$ cat config.mk
export PLATFORM = sky130hd
export DESIGN_NAME = ipc_mailbox
export DESIGN_NICKNAME = d
export VERILOG_FILES = /design/src/rtl/ipc_mbox_pkg.sv /design/src/rtl/mbox_fifo.sv /design/src/rtl/mbox_host_regs.sv /design/src/rtl/ipc_mailbox.sv
export SDC_FILE = /design/constraint.sdc
export NUM_CORES = 1
export LEC_CHECK = 0
export ABC_AREA = 1
export BUFFER_PORTS_ARGS = -buffer_cell sky130_fd_sc_hd__buf_2
export CAP_MARGIN = 40
export CORE_UTILIZATION = 55
export DETAILED_ROUTE_END_ITERATION = 8
export PLACE_DENSITY = 0.77
export SETUP_SLACK_MARGIN = 0.1
export SLEW_MARGIN = 30
export SYNTH_ARGS = -nofsm -noshare
export SYNTH_HDL_FRONTEND = slang
export SYNTH_SLANG_ARGS = --single-unit
$ cat constraint.sdc
create_clock -name clk -period 5.2 [get_ports clk]
set_clock_uncertainty 0.1 [all_clocks]
set_input_delay 0.52 -clock clk [delete_from_list [all_inputs] [get_ports clk]]
set_output_delay 0.52 -clock clk [all_outputs]
set_load 0.005 [all_outputs]
$ cat src/rtl/ipc_mbox_pkg.sv
package ipc_mbox_pkg;
  localparam int unsigned WORD_W = 32;
  localparam int unsigned ADDR_W = 6;

  localparam logic [ADDR_W-1:0] OFS_IN_POP   = 6'h00;
  localparam logic [ADDR_W-1:0] OFS_IN_PEEK  = 6'h10;
  localparam logic [ADDR_W-1:0] OFS_IN_STAT  = 6'h18;
  localparam logic [ADDR_W-1:0] OFS_IN_CFG   = 6'h1C;
  localparam logic [ADDR_W-1:0] OFS_OUT_PUSH = 6'h20;
  localparam logic [ADDR_W-1:0] OFS_OUT_STAT = 6'h38;

  // status word: full in bit 31, empty in bit 30, sticky flag in bit 0
  function automatic logic [WORD_W-1:0] pack_status(logic full, logic empty, logic sticky);
    return {full, empty, {(WORD_W-3){1'b0}}, sticky};
  endfunction

  // head word, or zero when nothing is queued
  function automatic logic [WORD_W-1:0] head_or_zero(logic empty, logic [WORD_W-1:0] head);
    return empty ? '0 : head;
  endfunction
endpackage

$ cat src/rtl/mbox_fifo.sv
module mbox_fifo #(
  parameter int unsigned W     = 32,
  parameter int unsigned DEPTH = 8
) (
  input  logic                         clk,
  input  logic                         rst,
  input  logic                         push,
  input  logic [W-1:0]                 wdata,
  input  logic                         pop,
  output logic [W-1:0]                 head,
  output logic [$clog2(DEPTH+1)-1:0]   count,
  output logic                         full,
  output logic                         empty
);
  localparam int unsigned PW = (DEPTH > 1) ? $clog2(DEPTH) : 1;
  localparam int unsigned CW = $clog2(DEPTH+1);

  function automatic logic [PW-1:0] ptr_step(logic [PW-1:0] p);
    return (p == PW'(DEPTH-1)) ? '0 : p + 1'b1;
  endfunction

  logic [W-1:0]  mem [DEPTH];
  logic [PW-1:0] wr_ptr, rd_ptr;
  logic          do_push, do_pop;

  assign full    = (count == CW'(DEPTH));
  assign empty   = (count == '0);
  assign do_push = push && !full;
  assign do_pop  = pop && !empty;
  assign head    = mem[rd_ptr];

  always_ff @(posedge clk) begin
    if (do_push) mem[wr_ptr] <= wdata;
  end

  always_ff @(posedge clk) begin
    if (rst) begin
      wr_ptr <= '0;
      rd_ptr <= '0;
      count  <= '0;
    end else begin
      if (do_push) wr_ptr <= ptr_step(wr_ptr);
      if (do_pop)  rd_ptr <= ptr_step(rd_ptr);
      case ({do_push, do_pop})
        2'b10:   count <= count + 1'b1;
        2'b01:   count <= count - 1'b1;
        default: count <= count;
      endcase
    end
  end
endmodule

$ cat src/rtl/mbox_host_regs.sv
module mbox_host_regs
  import ipc_mbox_pkg::*;
(
  input  logic              clk,
  input  logic              rst,
  input  logic [ADDR_W-1:0] addr,
  input  logic              wen,
  input  logic              cfg_wbit,
  input  logic              ren,
  input  logic [WORD_W-1:0] in_head,
  input  logic              in_full,
  input  logic              in_empty,
  input  logic              out_full,
  input  logic              out_empty,
  output logic              in_pop_ev,
  output logic              out_push_ev,
  output logic              ovf_set_ev,
  output logic              ovf_clr_ev,
  output logic              cfg_en,
  output logic              ovf_flag,
  output logic              irq,
  output logic [WORD_W-1:0] rdata
);
  logic [WORD_W-1:0] rd_next;
  logic              wr_out, wr_cfg;

  assign wr_out      = wen && (addr == OFS_OUT_PUSH);
  assign wr_cfg      = wen && (addr == OFS_IN_CFG);
  assign in_pop_ev   = ren && (addr == OFS_IN_POP) && !in_empty;
  assign out_push_ev = wr_out && !out_full;
  assign ovf_set_ev  = wr_out && out_full;
  assign ovf_clr_ev  = ren && (addr == OFS_OUT_STAT);
  assign irq         = cfg_en && !in_empty;

  always_comb begin
    case (addr)
      OFS_IN_POP,
      OFS_IN_PEEK:  rd_next = head_or_zero(in_empty, in_head);
      OFS_IN_STAT:  rd_next = pack_status(in_full, in_empty, 1'b0);
      OFS_IN_CFG:   rd_next = {{(WORD_W-1){1'b0}}, cfg_en};
      OFS_OUT_STAT: rd_next = pack_status(out_full, out_empty, ovf_flag);
      default:      rd_next = '0;
    endcase
  end

  always_ff @(posedge clk) begin
    if (rst) begin
      cfg_en   <= 1'b0;
      ovf_flag <= 1'b0;
      rdata    <= '0;
    end else begin
      if (wr_cfg) cfg_en <= cfg_wbit;
      ovf_flag <= ovf_set_ev || (ovf_flag && !ovf_clr_ev);
      rdata    <= ren ? rd_next : '0;
    end
  end
endmodule

$ cat src/rtl/ipc_mailbox.sv
module ipc_mailbox
  import ipc_mbox_pkg::*;
#(
  parameter int unsigned DEPTH = 8
) (
  input  logic              clk,
  input  logic              rst,
  input  logic [5:0]        host_addr,
  input  logic              host_wen,
  input  logic [31:0]       host_wdata,
  input  logic              host_ren,
  output logic [31:0]       host_rdata,
  output logic              host_irq,
  input  logic              rmt_push_valid,
  input  logic [31:0]       rmt_push_data,
  output logic              rmt_push_ready,
  output logic              rmt_pop_valid,
  output logic [31:0]       rmt_pop_data,
  input  logic              rmt_pop_ready
);
  localparam int unsigned CW = $clog2(DEPTH+1);

  logic [WORD_W-1:0] in_head;
  logic [CW-1:0]     in_count, out_count;
  logic              in_full, in_empty, out_full, out_empty;
  logic              in_push_ev, in_pop_ev, out_push_ev, out_pop_ev;
  logic              ovf_set_ev, ovf_clr_ev, cfg_en, ovf_flag;

  assign rmt_push_ready = !in_full;
  assign in_push_ev     = rmt_push_valid && rmt_push_ready;
  assign rmt_pop_valid  = !out_empty;
  assign out_pop_ev     = rmt_pop_valid && rmt_pop_ready;

  mbox_fifo #(.W(WORD_W), .DEPTH(DEPTH)) u_in_q (
    .clk(clk), .rst(rst),
    .push(in_push_ev), .wdata(rmt_push_data),
    .pop(in_pop_ev), .head(in_head), .count(in_count),
    .full(in_full), .empty(in_empty)
  );

  mbox_fifo #(.W(WORD_W), .DEPTH(DEPTH)) u_out_q (
    .clk(clk), .rst(rst),
    .push(out_push_ev), .wdata(host_wdata),
    .pop(out_pop_ev), .head(rmt_pop_data), .count(out_count),
    .full(out_full), .empty(out_empty)
  );

  mbox_host_regs u_regs (
    .clk(clk), .rst(rst),
    .addr(host_addr), .wen(host_wen), .cfg_wbit(host_wdata[0]), .ren(host_ren),
    .in_head(in_head), .in_full(in_full), .in_empty(in_empty),
    .out_full(out_full), .out_empty(out_empty),
    .in_pop_ev(in_pop_ev), .out_push_ev(out_push_ev),
    .ovf_set_ev(ovf_set_ev), .ovf_clr_ev(ovf_clr_ev),
    .cfg_en(cfg_en), .ovf_flag(ovf_flag), .irq(host_irq), .rdata(host_rdata)
  );
endmodule

# After elaboration in Yosys (flattened, before gate mapping)
# Memory sizes are Yosys's and may differ from the RTL's. A register that Yosys moved wholly into a read port is not among the register bits.
# Cells that the tools add are included.
word_totals:
  regBits: 54
  ramBits: 512
  inputBits: 76
  output_inout_bits: 67
  word_cells: 79
  n_memories: 2
op_classes:
  add_sub_neg: 8
  eq_ne: 15
  muxes: 16
  bitwise: 1
  n_reduce_logical: 28
mem_list:
  columns: ["name", "depth", "width", "read_ports", "rd_ports_with_merged_regs", "write_ports", "line", "text"]
  rows:
  - ["u_in_q.mem", 8, 32, 1, 1, 1, "mbox_fifo.sv:22", "logic [W-1:0] mem [DEPTH];"]
  - ["u_out_q.mem", 8, 32, 1, 1, 1, "mbox_fifo.sv:22", null]
op_table:
  columns: ["operator", "count"]
  rows:
  - ["case mux 32 bit (4 select lines)", 1]
  - ["2-to-1 mux 32 bit", 1]
  - ["2-to-1 mux 3 bit", 8]
  - ["== test 6 x 5 -> 1 bit (second input constant)", 3]
  - ["case mux 4 bit (2 select lines)", 2]
  - ["logical AND 1 bit", 15]
  - ["adder 3 x 1 -> 3 bit (second input constant)", 4]
  - ["== test 3 bit (second input constant)", 4]
  - ["== test 6 bit (second input constant)", 2]
  - ["adder 4 x 1 -> 4 bit (second input constant)", 2]
  - ["== test 4 bit (second input constant)", 2]
  - ["zero test 4 bit", 2]
  - ["subtractor 4 x 1 -> 4 bit (second input constant)", 2]
  - ["zero test 6 bit", 1]
  - ["zero test 1 bit", 5]
  - ["== test 2 x 1 -> 1 bit (second input constant)", 2]
  - ["== test 2 bit (second input constant)", 2]
  - ["2-to-1 mux 1 bit", 4]
  - ["nonzero test 2 bit", 2]
  - ["OR reduction 2 bit", 2]
  - ["logical OR 1 bit", 1]
  - ["NOT 1 bit", 1]

# Depth between registers and ports, before layout
depth:
  depth_word: 6
  depth_mapped: 16
  depth_no_buf: 16

# Modules after synthesis
# From an unflattened synthesis, not the netlist that was laid out.
unflattened:
  hier_cells: 1797
  hier_area_um2: 22638.0
modules_own_cells:
  columns: ["module", "instances", "cells_per_inst", "area_each_um2", "seq_area_each_um2"]
  rows:
  - ["mbox_fifo", 2, 815, 10649.0, 7947.6]
  - ["mbox_host_regs", 1, 161, 1312.5, 680.7]
  - ["ipc_mailbox", 1, 6, 27.5, 0.0]

# Worst setup path after synthesis
# OpenSTA, ideal clock, no wires.
synth_timing:
  path_kind: "input port to flip-flop"
  start: "input port host_addr[1]"
  end: "memory u_out_q.mem[4][0], enable pin"
  setup_time_ns: 0.461
  arrival_ns: 3.346
  t_required_ns: 4.639
  path_slack_ns: 1.293
  cell_stages: 7
  n_path_buf: 0
  cell_sequence: "nor2_4 nand3_1 nor2_1 nand2_2 inv_1 nand2_1 nor3_1"
synth_between:
  elab_chain_cells: 6
synth_rtl:
  columns: ["element", "line", "text"]
  rows:
  - ["from (decl)", "ipc_mailbox.sv:8", "input logic [5:0] host_addr,"]
  - ["== test 6 bit", "mbox_host_regs.sv:27", "assign wr_out = wen && (addr == OFS_OUT_PUSH);"]
  - ["logical AND 1 bit", "mbox_host_regs.sv:27", null]
  - ["logical AND 1 bit", "mbox_host_regs.sv:30", "assign out_push_ev = wr_out && !out_full;"]
  - ["logical AND 1 bit", "mbox_fifo.sv:28", "assign do_push = push && !full;"]
  - ["2-to-1 mux 1 bit", "mbox_fifo.sv:33", "if (do_push) mem[wr_ptr] <= wdata;"]
  - ["2-to-1 mux 1 bit (not written as such)", "mbox_fifo.sv:33", null]
  - ["to (decl)", "mbox_fifo.sv:22", null]
# Every way passes these cells.

==> results.yml <==
cells_and_area:
  multiInputGateArea_mm2: 0.00492
  seq_area_mm2: 0.0166
  nFillCells: 2787
  final_cell_mix: "512 x edfxtp_1, 403 x nor2_1, 239 x o21ai_0"
  layout.nets: 1956
  syn_to_final_growth_pct: 14.0
  layout_commonest_cell: "edfxtp_1"
  drive_above_1_share_pct: 16.8
  fin_util_pct: 63.5
setup_path:
  worst_ep_arrival_time_ns: 2.80
  rr_startpoint: "u_in_q.count[0]"
  path_max_fanout: 111
  cp-start-kind: "flip-flop"
  reg2reg_depth: 7
  timing.rr.end: "u_in_q.mem[3][7]"
  crit_type: "flip-flop to primary output"
  crit_path_end: "rmt_pop_data[0]"
  worstPathRequired_ns: 4.58
  end_kind: "primary output"
  r2r_slack_ns: 2.48
pwr:
  power_mw: 10.6
  p_leak_nw: 8.82
  peakVddDrop_v: 0.000356
  p_per_area_mw_per_mm2: 422
placement:
  gp_congestion: 0.819
  place.port_buffers: 142
  dp_hpwl_um: 26400
drt:
  detail-route-antenna-nets: 0
  vias: 14100
  drc: 0
  drtPass1Iterations: 6
  vias_per_cell: 5.76
  drt_first_iter_violations: 1557
  routed_wl_um: 48300
  wl_per_cell_um: 19.8
flow_run:
  maxCapViolations: 0
floorplan:
  die_w_um: 203
  design.core.area_mm2: 0.0397
  dieHeight_um: 203
  ios: 143
  start_util_pct: 55.7
  rows: 73
  die_area_mm2: 0.0411
logic_synthesis:
  synth_edf_count: 512
  syn_nets: 1820
  synth_xor_area_share_pct: 0.0791
  syn-instance-count: 1730
  synth_ff_type: "edfxtp_1"
  yosys_warnings: 0
  synthArstFlopShare_pct: 0
  synth_top_family_by_area: "compound AO/OA/AOI/OAI gates"
  synth_compound_area_share_pct: 10.7
  synth.area.mux_share_pct: 0
  synth_area_mm2: 0.0221
  synthTopCellsByArea: "edfxtp_1 69%, nor2_1 7.0%, dfxtp_1 5.4%"
  ys_seq_elements: 572
  seq_area_frac_synth_pct: 74.9
  synth_top_cell_area_share_pct: 69.5
  synth-simple-area-share_pct: 10.2
  yosys.area_share.adder_pct: 0.791
  syn_avg_cell_area_um2: 12.8
  yosys.area.top_type: "edfxtp_1"
  ys_types: 35
sta:
  setup_viol: 0
  tightest_slew_ns: 0.866
  rsz0062_at_grt: "false"
  fin_crit_ns: 3.42
  max_freq_mhz: 293
  drv_slew: 0
  setup_tns_ns: 0
  timing.final.crit_share_pct: 65.7
  hold_viol: 0
  slew_headroom_pct: 42.3
clock_tree:
  post_cts_buffers: 0
  cts-buffers-inserted: 54
  cts_tree: "yes"
  clock-root-buffer: "clkbuf_16"
  clock-sinks: 572
  clk_path_buf_depth: 3
  clkTransAtPathRegs_ns: 0.07
  cts_hold_buf: 0
  clkLatencyLatePin_ns: 0.61
  htree_levels: 2
  cts_resized: 0
grt:
  antenna_found_initial: 6
  overflow: 0
  grt_pass1_wl_um: 74700
  grt_pass1_vias: 14000
  grt_max_degree: 112
  grt_usage_pct: 23.6
status:
  status: "finished, final reports clean"
worst_hold_path:
  min-delay-start: "rmt_push_data[9]"
  worstHoldPathType: "input pin to flip-flop"
==> cell type report <==
type                            instances  area share [%]
Sequential cell                       572            65.7
Multi-Input combinational cell       1013            19.5
Clock buffer                           71            5.97
Timing Repair Buffer                  179            4.18
Tap cell                              525            2.60
Clock inverter                         30            1.29
Inverter                               46           0.694
Antenna cell                            3          0.0298
==> critical path, cell delays in order (launching register included) <==
cell and delay, ns:
dfxtp_4 0.48, buf_6 0.65, o21ai_0 0.23, o22ai_1 0.21, nor2_1 0.06, a31oi_1 0.30
buf_2 0.18
==> Yosys cell counts, types with 2 or more instances <==
library cell  number
a21oi_1           34
nand2_2            3
nand3_2            2
clkbuf_1          32
o221ai_1          14
dfxtp_1           60
o22ai_1           62
inv_1             38
buf_8              2
a31oi_1           32
edfxtp_1         512
buf_6             13
inv_2              7
nor2_2            11
nand2_1          100
xnor2_1            2
clkbuf_2           6
buf_1              6
ha_1              14
buf_4              8
o21ai_0          239
nand4_1            6
a21oi_2           10
buf_2             32
nand3_1           21
nor2_4             2
nor2_1           411
o21ai_1           35
a211oi_1           2
nor3_1             9
==> flip-flops by register name, summed over array words and instances, names as in the netlist, named ones only <==
| register | cells |
|---|---|
| u_in_q.count | 4 |
| u_in_q.mem | 256 |
| u_in_q.rd_ptr | 3 |
| u_in_q.wr_ptr | 3 |
| u_out_q.count | 4 |
| u_out_q.mem | 256 |
| u_out_q.rd_ptr | 3 |
| u_out_q.wr_ptr | 3 |
| u_regs.cfg_en | 1 |
| u_regs.ovf_flag | 1 |
| u_regs.rdata | 32 |
==> logic make-up (layout without fill, tap and decap cells) <==
group	after synthesis	after routing
simple gates	568	568
other cells	0	3
xor+xnor	2	2
compound gates	429	429
flops	572	572
buf+inv	145	326
fa+ha+maj	14	14
==> power breakdown <==
part,switching [mW],total [mW],internal [mW]
clock network,1.67,4.01,2.34
logic,0.980,1.48,0.496
registers,0.0551,5.15,5.10
==> per-layer routing <==
metal	share of wire, %	GRT usage [%]	vias up
met5	0.072	0	-
met4	3.1	9.75	6
met2	50	39.5	629
met3	8.1	4.88	106
met1	39	30.0	6787
li1	-	-	6530
==> worst min path at each step <==
stage,to,slack (ns),cells past startpoint
after floorplan,u_regs.ovf_flag,0.35,2
after global placement,u_regs.ovf_flag,0.36,2
after detailed placement,u_regs.ovf_flag,0.38,2
after CTS,u_in_q.mem[2][9],0.05,1
after global routing,u_in_q.mem[2][9],0.06,1
final,u_in_q.mem[2][9],0.08,1
==> through the flow <==
stage	setup slack, ns	cells	hold WS (ns)	area (µm²)
final	1.78	2439	0.0798	25200
after global routing	1.63	2438	0.0650	25200
after CTS	1.50	2434	0.0485	25200
after detailed placement	2.09	2333	0.382	23400
after global placement	2.08	2330	0.363	23300
after floorplan	1.29	1730	0.350	22100
(Power assumes the default switching activity.)
